## src/rtl/csel_pkg.sv

```systemverilog
package csel_pkg;
  // one-bit full adder, result is {carry, sum}
  function automatic logic [1:0] fa(input logic x, input logic y, input logic c);
    fa = {(x & y) | (c & (x ^ y)), x ^ y ^ c};
  endfunction
endpackage

```

## src/rtl/csel_ripple.sv

```systemverilog
module csel_ripple #(
  parameter int W = 4
) (
  input  logic [W-1:0] a,
  input  logic [W-1:0] b,
  input  logic         ci,
  output logic [W-1:0] s,
  output logic         co
);
  logic [W:0] chain;
  assign chain[0] = ci;
  for (genvar i = 0; i < W; i++) begin : g_bit
    logic [1:0] r;
    assign r          = csel_pkg::fa(a[i], b[i], chain[i]);
    assign s[i]       = r[0];
    assign chain[i+1] = r[1];
  end
  assign co = chain[W];

  logic [W:0] arith_total;
  assign arith_total = {1'b0, a} + {1'b0, b} + {{W{1'b0}}, ci};
  always_comb begin
    p_ripple_total_r3: assert ({co, s} == arith_total)
      else $error("ripple section total wrong");
  end
endmodule

```

## src/rtl/csel_section.sv

```systemverilog
module csel_section #(
  parameter int W = 4
) (
  input  logic [W-1:0] a,
  input  logic [W-1:0] b,
  input  logic         sel_c,
  output logic [W-1:0] s,
  output logic         co
);
  logic [W-1:0] s_zero, s_one;
  logic         c_zero, c_one;

  csel_ripple #(.W(W)) i_assume0 (.a(a), .b(b), .ci(1'b0), .s(s_zero), .co(c_zero));
  csel_ripple #(.W(W)) i_assume1 (.a(a), .b(b), .ci(1'b1), .s(s_one),  .co(c_one));

  for (genvar i = 0; i < W; i++) begin : g_mux
    assign s[i] = sel_c ? s_one[i] : s_zero[i];
  end
  assign co = sel_c ? c_one : c_zero;

  always_comb begin
    p_cand_step_r5: assert ({c_one, s_one} == {c_zero, s_zero} + 1'b1)
      else $error("carry-one candidate is not candidate-zero plus one");
    if (!sel_c) begin
      p_pick_zero_r4: assert ({co, s} == {c_zero, s_zero})
        else $error("wrong candidate with select low");
    end else begin
      p_pick_one_r5: assert ({co, s} == {c_one, s_one})
        else $error("wrong candidate with select high");
    end
  end
endmodule

```

## src/rtl/csel_adder.sv

```systemverilog
module csel_adder #(
  parameter int WIDTH = 8,
  parameter int SECT  = 4
) (
  input  logic [WIDTH-1:0] opa,
  input  logic [WIDTH-1:0] opb,
  input  logic             cin,
  output logic [WIDTH-1:0] sum,
  output logic             cout
);
  localparam int NSEC = WIDTH / SECT;

  logic [NSEC:0] sec_carry;
  assign sec_carry[0] = cin;

  for (genvar k = 0; k < NSEC; k++) begin : g_sec
    if (k == 0) begin : g_low
      csel_ripple #(.W(SECT)) i_low (
        .a(opa[SECT-1:0]), .b(opb[SECT-1:0]), .ci(sec_carry[0]),
        .s(sum[SECT-1:0]), .co(sec_carry[1]));
    end else begin : g_sel
      csel_section #(.W(SECT)) i_hi (
        .a(opa[k*SECT +: SECT]), .b(opb[k*SECT +: SECT]), .sel_c(sec_carry[k]),
        .s(sum[k*SECT +: SECT]), .co(sec_carry[k+1]));
    end
  end
  assign cout = sec_carry[NSEC];

  logic [WIDTH:0] word_total;
  assign word_total = {1'b0, opa} + {1'b0, opb} + {{WIDTH{1'b0}}, cin};
  always_comb begin
    p_word_sum_r1: assert (sum == word_total[WIDTH-1:0])
      else $error("sum wrong");
    p_word_carry_r2: assert (cout == word_total[WIDTH])
      else $error("carry out wrong");
  end
endmodule

```

## config.mk

```make
export PLATFORM = sky130hd
export DESIGN_NAME = csel_adder
export DESIGN_NICKNAME = d
export VERILOG_FILES = /design/src/rtl/csel_pkg.sv /design/src/rtl/csel_ripple.sv /design/src/rtl/csel_section.sv /design/src/rtl/csel_adder.sv
export SDC_FILE = /design/constraint.sdc
export NUM_CORES = 1
export LEC_CHECK = 0
export CORE_AREA = 3 3 40 42
export DETAILED_ROUTE_END_ITERATION = 12
export DIE_AREA = 0 0 43 45
export SLEW_MARGIN = 20
export SYNTH_ARGS = -nofsm -noshare
export SYNTH_HDL_FRONTEND = slang
export SYNTH_SLANG_ARGS = --single-unit
```

## constraint.sdc

```tcl
create_clock -name vclk -period 8.85
set_input_delay 2.655 -clock vclk [all_inputs]
set_output_delay 2.655 -clock vclk [all_outputs]
set_load 0.01 [all_outputs]
```

==> key figures, run 1 <==
Power and ir drop
  – Sw power: around 0.015 mW
  – Pwr Total: 0.0382 mW
  – Combinational share of power: between 90% and 100%
  – Clock power share: 0%
  – Internal power: about 0.024 mW
  – Static leakage: around 0.24 nW
  – Switching share of power: a little under two fifths
  – Worst VDD drop: between 0.00002 and 0.000025 V
  – Pwr dens: 73.6 nW/µm²
  – Seq pwr share: 0%

Finish
  – Ant diodes: 0
  – Clock buffer cells: 0
  – Storage cell area: 0 µm²
  – Fillers: 130
  – Total Nets Final: slightly below 80
  – Finished Layout Cells: between 60 and 70
  – Layout cell share with drive strength beyond 1: a little under an eighth
  – Area grow syn2layout: 128%
  – Seq cells: 0

Synthesis
  – Area contributors post-synth: fa_1, inv_1, ha_1
  – Area share of the largest cell type after synthesis: 61.5%
  – Yosys cell types: 6
  – Most instantiated cells after synthesis: inv_1, fa_1, ha_1
  – Synth Area in Compound Gates: 2.20%
  – Simple-gate share of the synthesized area: between 1.5 and 2%
  – Yosys top cell by area: fa_1
  – Register area share after synthesis: 0%
  – Most numerous cell in the Yosys netlist: inv_1
  – Syn Nets: 50
  – Synth Area in XOR/XNOR: 3.85%
  – Yosys warns: 0
  – Syn Inst Count: 24
  – Mean Syn Cell Area: between 9 and 10 µm²
  – Post-synthesis mux area share: 0%
  – Adder-Cell Fraction of Synth Area: between 70 and 80%
  – Mapped Area: 228 µm²
  – Largest family of logic cells by synthesized area: adder cells

Floorplan
  – Die X: 43 µm
  – Initial Utilization: around 18%
  – Core footprint: about 1300 µm²
  – Die Ht: approximately 45 µm
  – # rows: 13
  – Die ar.: just under 2000 µm²
  – Top-Level Pins: 26

Drt
  – First drt pass iteration count: 1
  – Routed Antenna Nets: 0
  – Avg Vias per Cell: around 3.7
  – Routed vias: between 200 and 250
  – DRC: 0
  – Initial DRC Count: 0
  – Routed len/inst: just under 8 µm
  – Wirelength, routed: around 510 µm

Global routing
  – Initial antenna violation count: 0
  – First-pass GRT wire length: 910 µm
  – Met3 Resource Use GR: around 2.4%
  – Vias in the first global route: 251
  – Global-route met2 utilization: a little under an eighth
  – Grt ovf: 0
  – Global-route track usage on met1: under 10%
  – Largest net degree at the start of global routing: 3
  – Most used routing layer in global routing: met2
  – Global-route usage over all layers: a little under 6%

Worst setup path
  – Crit path cell chain: clkdlybuf4s50_1, fa_2, fa_1, inv_1, fa_1, inv_1, fa_1, nor2_2, a21oi_2, fa_2, fa_1, inv_1, fa_1, inv_1, clkbuf_2
  – CP Capture Type: output port
  – Worst path arrival time: 6.04 ns
  – Crit-path most repeated cell: fa_1
  – CP Launch Type: primary input
  – Buffers & Inverters on Critical Path: 6
  – CP required: 6.20 ns
  – Slowest cell on crit path: clkdlybuf4s50_1
  – Crit Path Class: primary input to output port
  – CP max stage delay: between 0.4 and 0.5 ns
  – Crit path max-delay family: adder cells
  – Critical path fanouts, max: 2

Timing
  – Hold Vio Cnt, Final: 0
  – Hold_ws: 6.09 ns
  – Fin crit share: a little over nine tenths
  – Unrepaired setup endpoints after global routing: false
  – Setup TNS after final layout: 0 ns
  – Max-slew headroom: about nine tenths
  – Slew @ Worst Pin: between 0.1 and 0.15 ns
  – Final max-slew violation count: 0
  – Final worst path period need: ~8.7 ns
  – Final setup fails: 0
  – Fmax: 115 MHz

Place
  – Hpwl dp: 508 µm
  – Placed insts: 66
  – Routability Congestion: around 0.60
  – I/O Buffers: 26

Run status
  – Status: finished clean

Clocking
  – Hold Buf Count CTS: 0
  – Post-CTS Setup Repair Bufs: 0

Flow run
  – Max Cap Viol: 0

Hold path
  – Min-delay worst type: primary input to output port
-- worst paths after layout --
kind	start	endpoint	slack, ns	cells past startpoint
max	opa[0]	sum[7]	0.16	15
min	opb[7]	sum[7]	6.09	5
-- power groups by stage --
stage	registers (mW)	clock network, mW	logic [mW]
global route	0	0	0.0424
detailed placement	0	0	0.0393
CTS	0	0	0.0395
global placement	0	0	0.0387
floorplan	0	0	0.0149
finish	0	0	0.0382
-- what timing repair did --
action / CTS / global route
endpoints found under the setup margin: 2 / 1
pin swaps: 1 / 0
gates resized for setup: 6 / 2
-- layout by cell type (no fill, tap or decap), drive strengths merged --
cell,Yosys,layout
xor2,1,1
ha,2,2
nor2,1,1
clkbuf,0,1
inv,12,12
a21oi,1,1
fa,7,7
dlygate4sd2,0,1
buf,0,1
clkdlybuf4s50,0,24
-- final cells by class --
type / instances / area [µm²] / area share [%]
tap: 15 / 18.8 / 3.61
multi-input combinational: 12 / 194 / 37.3
inverter: 12 / 45.0 / 8.67
timing repair buffer: 27 / 262 / 50.4
-- per-stage QoR --
stage          area, µm²  setup WS, ns  utilization, %
3_5_place_dp         514        -0.365            40.0
5_1_grt              519       0.00253            40.4
2_1_floorplan        228         0.671               -
3_3_place_gp         514        -0.342            40.0
4_1_cts              522       0.00354            40.6
6_report             519         0.156            40.4
-- layer usage --
layer	routed length [µm]	share of wire (%)
met1	180	35
met2	222	44
met4	0	0
met3	106	21
met5	0	0
-- kinds of logic after synthesis --
family	Yosys count
AND/OR/NAND/NOR	1
XOR/XNOR	1
adder cells (fa/ha/maj)	9
buffers and inverters	12
AO/OA/AOI/OAI	1
Note: power is estimated with default switching activity, not from simulation.
==> inputs of run 2 (changes only) <==
--- a/config.mk
+++ b/config.mk
@@ -8,6 +8,7 @@
 export CORE_AREA = 3 3 40 42
 export DETAILED_ROUTE_END_ITERATION = 12
 export DIE_AREA = 0 0 43 45
+export GPL_TIMING_DRIVEN = 1
 export SLEW_MARGIN = 20
 export SYNTH_ARGS = -nofsm -noshare
 export SYNTH_HDL_FRONTEND = slang
==> results of run 2 <==
Final layout, timing and power as in run 1 (identical DEF).
